===== src/rtl/sbrPkg.sv =====
package sbrPkg;
  typedef struct packed {
    logic load;     // request taken this edge
    logic capture;  // a beat ends this edge
    logic advance;  // a non-final beat ends: step address
    logic last;     // final beat ends
  } sbrStrobeT;

  localparam logic [1:0] SIZE_BYTE = 2'd0;
  localparam logic [1:0] SIZE_HALF = 2'd1;
endpackage


===== src/rtl/sbrCtrl.sv =====
module sbrCtrl
  import sbrPkg::*;
#(
  parameter int WAITW    = 3,
  parameter int BEATW    = 3,
  parameter int MINBEATS = 2,
  parameter int MAXBEATS = 4
) (
  input  logic             clk,
  input  logic             rstN,
  input  logic             reqValid,
  input  logic [BEATW-1:0] reqBeats,
  input  logic [WAITW-1:0] cfgNsWait,
  input  logic [WAITW-1:0] cfgSqWait,
  input  logic             cfgSeqEn,
  input  logic             memRdy,
  output logic             busy,
  output logic             accessOn,
  output sbrStrobeT        strobe
);
  localparam int BLW = (MAXBEATS > 2) ? $clog2(MAXBEATS) : 1;
  localparam int CW  = WAITW + 1;

  typedef enum logic {ST_IDLE, ST_ACCESS} stateT;

  stateT          state;
  logic [CW-1:0]  waitCnt;
  logic [BLW-1:0] beatLeft;
  logic           rdySampled;
  logic           beatEnd;
  logic           lastEnd;
  logic [BLW-1:0] firstLeft;

  // ready is looked at on the falling edge ahead of the transfer edge
  always_ff @(negedge clk or negedge rstN) begin
    if (!rstN) rdySampled <= 1'b0;
    else       rdySampled <= memRdy;
  end

  always_comb begin
    int clamped;
    clamped = int'(reqBeats);
    if (clamped < MINBEATS) clamped = MINBEATS;
    if (clamped > MAXBEATS) clamped = MAXBEATS;
    firstLeft = BLW'(clamped - 1);
  end

  always_comb begin
    accessOn       = (state == ST_ACCESS);
    beatEnd        = accessOn && (waitCnt == '0) && rdySampled;
    lastEnd        = beatEnd && (beatLeft == '0);
    busy           = accessOn && !(lastEnd && cfgSeqEn);
    strobe.load    = reqValid && !busy;
    strobe.capture = beatEnd;
    strobe.advance = beatEnd && !lastEnd;
    strobe.last    = lastEnd;
  end

  always_ff @(posedge clk or negedge rstN) begin
    if (!rstN) begin
      state    <= ST_IDLE;
      waitCnt  <= '0;
      beatLeft <= '0;
    end else if (strobe.load) begin
      state    <= ST_ACCESS;
      waitCnt  <= {1'b0, cfgNsWait} + CW'(1);
      beatLeft <= firstLeft;
    end else if (lastEnd) begin
      state    <= ST_IDLE;
    end else if (strobe.advance) begin
      beatLeft <= beatLeft - BLW'(1);
      waitCnt  <= cfgSeqEn ? {1'b0, cfgSqWait} : {1'b0, cfgNsWait};
    end else if (accessOn && waitCnt != '0) begin
      waitCnt  <= waitCnt - CW'(1);
    end
  end
endmodule


===== src/rtl/sbrData.sv =====
module sbrData
  import sbrPkg::*;
#(
  parameter int AW = 24,
  parameter int DW = 32
) (
  input  logic          clk,
  input  logic          rstN,
  input  sbrStrobeT     strobe,
  input  logic [AW-1:0] reqAddr,
  input  logic [1:0]    reqSize,
  input  logic [DW-1:0] memData,
  output logic [AW-1:0] memAddr,
  output logic          memHalf,
  output logic          memWord,
  output logic [DW-1:0] rdData,
  output logic          rdValid,
  output logic          done
);
  logic [AW-1:0] addrQ;
  logic [1:0]    sizeQ;
  logic [AW-1:0] step;

  always_comb begin
    case (sizeQ)
      SIZE_BYTE: step = AW'(1);
      SIZE_HALF: step = AW'(2);
      default:   step = AW'(4);
    endcase
  end

  always_ff @(posedge clk or negedge rstN) begin
    if (!rstN) begin
      addrQ <= '0;
      sizeQ <= '0;
    end else if (strobe.load) begin
      addrQ <= reqAddr;
      sizeQ <= reqSize;
    end else if (strobe.advance) begin
      addrQ <= addrQ + step;
    end
  end

  always_ff @(posedge clk or negedge rstN) begin
    if (!rstN) begin
      rdData  <= '0;
      rdValid <= 1'b0;
      done    <= 1'b0;
    end else begin
      rdValid <= strobe.capture;
      done    <= strobe.last;
      if (strobe.capture) rdData <= memData;
    end
  end

  assign memAddr = addrQ;
  assign memHalf = (sizeQ == SIZE_HALF);
  assign memWord = sizeQ[1];
endmodule


===== src/rtl/sramBurstReader.sv =====
module sramBurstReader
  import sbrPkg::*;
#(
  parameter int AW = 24,
  parameter int DW = 32
) (
  input  logic          clk,
  input  logic          rstN,
  input  logic          reqValid,
  input  logic [AW-1:0] reqAddr,
  input  logic [1:0]    reqSize,
  input  logic [2:0]    reqBeats,
  input  logic [2:0]    cfgNsWait,
  input  logic [2:0]    cfgSqWait,
  input  logic          cfgSeqEn,
  output logic          busy,
  output logic          memCsN,
  output logic          memOeN,
  output logic          memWeN,
  output logic [AW-1:0] memAddr,
  output logic          memHalf,
  output logic          memWord,
  input  logic [DW-1:0] memData,
  input  logic          memRdy,
  output logic          rdValid,
  output logic [DW-1:0] rdData,
  output logic          done
);
  sbrStrobeT strobe;
  logic      accessOn;

  sbrCtrl #(.WAITW(3), .BEATW(3), .MINBEATS(2), .MAXBEATS(4)) uCtrl (
    .clk(clk), .rstN(rstN), .reqValid(reqValid), .reqBeats(reqBeats),
    .cfgNsWait(cfgNsWait), .cfgSqWait(cfgSqWait), .cfgSeqEn(cfgSeqEn),
    .memRdy(memRdy), .busy(busy), .accessOn(accessOn), .strobe(strobe)
  );

  sbrData #(.AW(AW), .DW(DW)) uData (
    .clk(clk), .rstN(rstN), .strobe(strobe), .reqAddr(reqAddr),
    .reqSize(reqSize), .memData(memData), .memAddr(memAddr),
    .memHalf(memHalf), .memWord(memWord), .rdData(rdData),
    .rdValid(rdValid), .done(done)
  );

  assign memCsN = !accessOn;
  assign memOeN = !accessOn;
  assign memWeN = 1'b1;
endmodule


===== config.mk =====
export PLATFORM = sky130hd
export DESIGN_NAME = sramBurstReader
export DESIGN_NICKNAME = d
export VERILOG_FILES = /design/src/rtl/sbrPkg.sv /design/src/rtl/sbrCtrl.sv /design/src/rtl/sbrData.sv /design/src/rtl/sramBurstReader.sv
export SDC_FILE = /design/constraint.sdc
export NUM_CORES = 1
export LEC_CHECK = 0
export ABC_CLOCK_PERIOD_IN_PS = 2250
export BUFFER_PORTS_ARGS = -buffer_cell sky130_fd_sc_hd__buf_4
export CAP_MARGIN = 20
export CORE_ASPECT_RATIO = 0.6
export CORE_MARGIN = 3
export CORE_UTILIZATION = 44
export CTS_CLUSTER_DIAMETER = 40
export DETAILED_ROUTE_END_ITERATION = 6
export PLACE_DENSITY = 0.87
export SYNTH_ARGS = -nofsm -noshare
export SYNTH_HDL_FRONTEND = slang
export SYNTH_SLANG_ARGS = --single-unit

===== constraint.sdc =====
create_clock -name clk -period 2.25 [get_ports clk]
set_input_delay 0.3375 -clock clk [delete_from_list [all_inputs] [get_ports clk]]
set_output_delay 0.3375 -clock clk [all_outputs]
set_load 0.02 [all_outputs]

==> flow_summary.ini, run 1 <==
[run_status]
status = finished with violations
violations = negative setup slack

[sta]
fin_setup_tns_ps = -29450
slew_headroom = 0.427
skew_ps = 12.7
rsz0062_at_grt = true
worst_pin_slew_ps = 860
maxSlewViolCount = 0
setup_viol = 68
setup_ws_ps = -715
hold_viol_final = 0

[layout]
area_delta_synth_final_pct = 63.8
num_antenna_cells = 0
fin_nets = 568
layout_common_cells = 158 x buf_4, 67 x dfrtp_1, 36 x nand2_1
final_layout_size_suffix_gt1_frac = 0.555
layout_commonest_cell = buf_4
finalNonFillerCells = 594

[clock_network]
cts.htree.levels = 3
cts_tree = done
ctsLongestPathBuffers = 2
root_buffer = clkbuf_16
cts.sinks = 68
clk_latency_ps = 340
cts-buffers-inserted = 9
clk_pin_slew_ps = 60

[synth]
synth_edf_count = 0
syn_avg_cell_area_um2 = 10.6
synthXorXnorAreaFrac = 0.0157
synth-adder-area-share = 0.0284
synth_ff_type = dfrtp_1
synth_nets = 394
ys_seq_area_frac = 0.509
ys_warn_count = 0
netlist_area_um2 = 3350
yosys.area_share.simple = 0.151
synth_cells = 315
synth_top_family_by_area = simple AND/OR/NAND/NOR gates
synth-compound-area-share = 0.143
synth_seq_cells = 68
netlist-cell-type-count = 50
synthMuxAreaShare = 0.120
synth-async-reset-ratio = 1.00

[detailed_routing]
wl_per_cell_um = 20.4
vias = 3382
viasPerCell = 5.69
antenna_left = 0
drt_drc_violations_left = 0
drt_first_pass_iters = 5
drtIter0Drc = 223
wl_um = 12100

[grt]
grt_overflow = 0
antenna_found_initial = 0
grt_usage = 0.259
grt_pass1_vias = 3439
grt_pass1_wl_um = 17700
grt_max_degree = 68

[worst_setup_path]
cp_slowest_cell = or3_4
start_kind = flop
reg2reg_depth = 6
cp-end-kind = flop
cp_max_fo = 4
cp_data_required_time_ps = 2500
cp_cell_sequence = and4bb_1 > nor3b_4 > buf_6 > nand3_2 > or3_4 > a31oi_4
reg2reg_from = uCtrl.rdySampled
reg2reg_to = uData.memAddr[23]
critPathKind = reg2reg
cp.arrival_ps = 3220
rrSetupSlack_ps = -720
max_stage_delay_ps = 420

[floorplan]
initial_core_util = 0.476
num_rows = 23
die-area_um2 = 8720
core_um2 = 7020
die_w_um = 119
die_h_um = 73.5
ios = 136

[placed_design]
place_ws_ps = -558
port_buffers = 134
place_hpwl_um = 7490
dp_cells = 562
place.gp.congestion = 0.858

[hold_path]
hold_path_class = in2reg
hold_start = reqSize[1]
hold_depth = 3
whs_endpoint = uData.sizeQ[1]

[pwr]
powerDensity_nw_per_um2 = 1370
ir_worst_vdd_mv = 0.836
p_leak_nw = 2.52

[job]
maxCapViolCount = 0
Yosys cell counts, types with 2 or more instances:
cell	instances	area, um^2
nand2_1	41	154
and4bb_1	2	25.0
and3_1	3	18.8
buf_4	2	15.0
ha_1	6	75.1
buf_2	5	25.0
mux2_2	33	372
a31oi_1	4	25.0
a221o_1	3	30.0
nand2b_1	3	18.8
or3_1	3	18.8
xor2_1	5	43.8
dfrtp_1	67	1680
o22ai_1	2	12.5
mux2i_1	3	30.0
nor3_1	5	25.0
clkbuf_1	10	37.5
o21ai_0	13	65.1
nand4_1	9	56.3
inv_1	7	26.3
o21ai_1	6	30.0
a22oi_1	3	22.5
o211ai_1	8	60.1
nand3_1	12	60.1
o311ai_1	5	43.8
a21oi_1	14	70.1
nor2_1	17	63.8
nor2b_1	2	12.5
kinds of logic (layout without fill, tap and decap cells):
family,count (synthesis),in the layout
xor+xnor,6,6
compound gates,69,69
flops,68,68
buf+inv,25,204
mux,36,36
simple gates,103,103
fa+ha+maj,7,7
other cells,1,1
cell type report:
| class | instances | area (um^2) |
|---|---|---|
| multi-input combinational | 222 | 1830 |
| sequential | 68 | 1700 |
| fill | 442 | 1540 |
| timing repair buffer | 180 | 1500 |
| clock buffer | 10 | 229 |
| tap | 100 | 125 |
| clock inverter | 6 | 65.1 |
| inverter | 8 | 30.0 |
metrics by stage:
stage,hold slack [ps],area (um^2),total power [W],utilization
floorplan,41.9,3380,0.00409,-
global placement,487,4640,0.00540,0.661
detailed placement,494,4640,0.00556,0.661
CTS,190,5260,0.00722,0.748
global route,208,5480,0.00789,0.781
finish,198,5480,0.00753,0.781
critical path, delay by kind of cell (launching register included):
kind | cells | cell delay (ps)
flip-flops | 1 | 400
AND/OR/NAND/NOR | 4 | 1020
AO/OA/AOI/OAI | 1 | 170
buffers and inverters | 1 | 160
sequential cells by signal, summed over array words and instances (netlist names):
name / flops
uData.memAddr: 24
uCtrl.accessOn: 1
uData.done: 1
uCtrl.rdySampled: 1
uData.sizeQ: 2
uCtrl.waitCnt: 4
uData.rdData: 32
uData.rdValid: 1
uCtrl.beatLeft: 2
power by group:
part           total [W]  switching, W  internal, W  leakage, nW
clock network    0.00140      0.000543     0.000857        0.142
registers        0.00243      0.000624      0.00181        0.812
logic            0.00370       0.00192      0.00177         1.57
total            0.00753       0.00309      0.00444         2.52
how the worst max path moves through the flow:
stage	from	endpoint	slack, ps	cells after the start
final	uCtrl.rdySampled	uData.memAddr[23]	-720	6
after global routing	uCtrl.rdySampled	uData.memAddr[23]	-780	6
after CTS	uCtrl.rdySampled	uData.memAddr[9]	-590	6
after detailed placement	uCtrl.rdySampled	uData.memAddr[23]	-560	6
after global placement	uCtrl.rdySampled	uData.memAddr[23]	-460	6
after floorplan	uCtrl.rdySampled	uData.memAddr[23]	-530	6
routing by layer:
layer  up-vias  GRT usage  routed length, um
met5         -          0                  0
met4         0     0.0860                221
met3        25     0.0854                913
met2       166      0.428               6070
met1      1692      0.327               4910
li1       1499          -                  -
what timing repair did:
action,in CTS,in global routing
pin swaps,18,16
endpoints found under the setup margin,68,68
hold buffers,0,0
resized for setup,54,36
setup buffers,5,12
cloned,3,1
(Power assumes the default switching activity.)
==> run 2: changes to the inputs <==
==> constraint.sdc (replaced) <==
create_clock -name clk -period 2.25 [get_ports clk]
set_input_delay 0.45 -clock clk [delete_from_list [all_inputs] [get_ports clk]]
set_output_delay 0.45 -clock clk [all_outputs]
set_load 0.02 [all_outputs]
==> flow_summary.ini, run 2 (synthesized netlist as in run 1, its figures left out) <==
[worst_setup_path]
cp.arrival_ps = 3190
cp_cell_sequence = and4bb_1 > buf_4 > buf_6 > nand2_8 > buf_12 > buf_6 > nor3_1 > o21ai_0
critPathKind = reg2reg
cpMostUsedCell = buf_6
crit_family = simple AND/OR/NAND/NOR gates
cp_slowest_cell = dfrtn_1
cp_data_required_time_ps = 2430
cp_max_fo = 6
start_kind = flop
max_stage_delay_ps = 410
worst-path-buf-inv = 4
reg2reg_from = uCtrl.rdySampled
crit_start = uCtrl.rdySampled
cp-end-kind = flop

[sta]
setup_viol = 68
skew_ps = 8.52
slew_headroom = 0.421
rsz0062_at_grt = true
worst_pin_slew_ps = 869
setup_ws_ps = -753
maxSlewViolCount = 0
fin_setup_tns_ps = -36770
hold_viol_final = 0

[floorplan]
die-area_um2 = 8720
die_w_um = 119
core_um2 = 7020
die_h_um = 73.5
initial_core_util = 0.476
num_rows = 23
ios = 136

[placed_design]
port_buffers = 134
place_hpwl_um = 7490
dp_cells = 562
place.gp.congestion = 0.858
place_area_um2 = 4640

[grt]
antenna_found_initial = 0
grt_usage = 0.272
grt_pass1_wl_um = 18400
grt_pass1_vias = 3595
grt_max_degree = 68
grt_overflow = 0

[clock_network]
cts_tree = done
clk_latency_ps = 340
ctsLongestPathBuffers = 2
cts-buffers-inserted = 9
cts.htree.levels = 3
clk_pin_slew_ps = 60
cts_hold_buf = 0
cts.sinks = 68
root_buffer = clkbuf_16

[detailed_routing]
drtIter0Drc = 248
wl_um = 12500
drt-met1-wl_um = 5170
wl_per_cell_um = 20.7
viasPerCell = 5.67
vias = 3417
drt_first_pass_iters = 7
wl_met3_um = 960
wl_met2_um = 6100
top_layer_used = met4
drt_drc_violations_left = 0
antenna_left = 0

[layout]
regMostFlops = uData.rdData
largest_reg_flops = 32
fillers = 411
fin_nets = 577
layout_common_cells = 155 x buf_4, 67 x dfrtp_1, 34 x nand2_1
final_layout_size_suffix_gt1_frac = 0.555
fin_util = 0.807
final_cell_area_um2 = 5660
finalNonFillerCells = 603
layout_commonest_cell = buf_4
num_antenna_cells = 0
area_delta_synth_final_pct = 69.3

[pwr]
ir_worst_vdd_mv = 0.867
p_leak_nw = 2.67
powerDensity_nw_per_um2 = 1360

[hold_path]
hold_start = reqSize[0]
hold_path_class = in2reg

[job]
maxCapViolCount = 0

[run_status]
violations = negative setup slack
status = finished with violations
==> run 2: changes by cell type in the layout (fill, tap and decap cells not counted), moves of 3 or more <==
cell / previous run / this run
buf_6: 17 / 24
buf_4: 158 / 155
a21oi_2: 4 / 7
mux2_4: 0 / 10
mux2_2: 33 / 23
o21ai_1: 8 / 14
o21ai_2: 7 / 1
==> run 2: worst reg2reg max path: stages (launching register included) <==
cell and delay, ps:
dfrtn_1 410, and4bb_1 220, buf_4 120, buf_6 110, nand2_8 90, buf_12 160
buf_6 130, nor3_1 290, o21ai_0 190
==> run 2: cell type report <==
type | instances | area, um^2 | share of cell area
Clock inverter | 6 | 65.1 | 0.0115
Sequential cell | 68 | 1700 | 0.300
Inverter | 8 | 30.0 | 0.00530
Timing Repair Buffer | 189 | 1650 | 0.292
Tap cell | 100 | 125 | 0.0221
Clock buffer | 10 | 229 | 0.0404
Multi-Input combinational cell | 222 | 1860 | 0.328
==> run 2: path summary, 6_finish.rpt <==
check	endpoint	cells after the start	slack [ps]
max	uCtrl.accessOn	8	-750
min	uData.sizeQ[0]	3	310
max reg2reg	uCtrl.accessOn	8	-750
min reg2reg	uData.rdData[3]	1	500
max in group asynchronous	uCtrl.rdySampled	1	1220
min in group asynchronous	uData.memAddr[19]	2	360
==> run 2: power by group <==
part	switching [W]	internal (W)
Sequential	0.000607	0.00181
Clock	0.000544	0.000857
Combinational	0.00198	0.00190
Total	0.00313	0.00457
==> run 2: stage by stage <==
step	total power [W]	hold WS, ps	setup WS (ps)
CTS	0.00738	302	-650
finish	0.00770	306	-753
floorplan	0.00409	154	-532
global placement	0.00540	487	-456
global route	0.00806	324	-784
detailed placement	0.00556	494	-558
==> run 2: metal layers <==
layer | up-vias | track usage
met5 | - | 0
met4 | 0 | 0.0860
met3 | 26 | 0.0877
met2 | 176 | 0.443
met1 | 1692 | 0.351
li1 | 1523 | -
==> run 2: timing repair <==
action,CTS,global route
buffers inserted,18,5
setup endpoints to repair,68,68
endpoints found under the hold margin,0,0
pin swaps,24,15
gates cloned,6,0
resized for setup,77,32
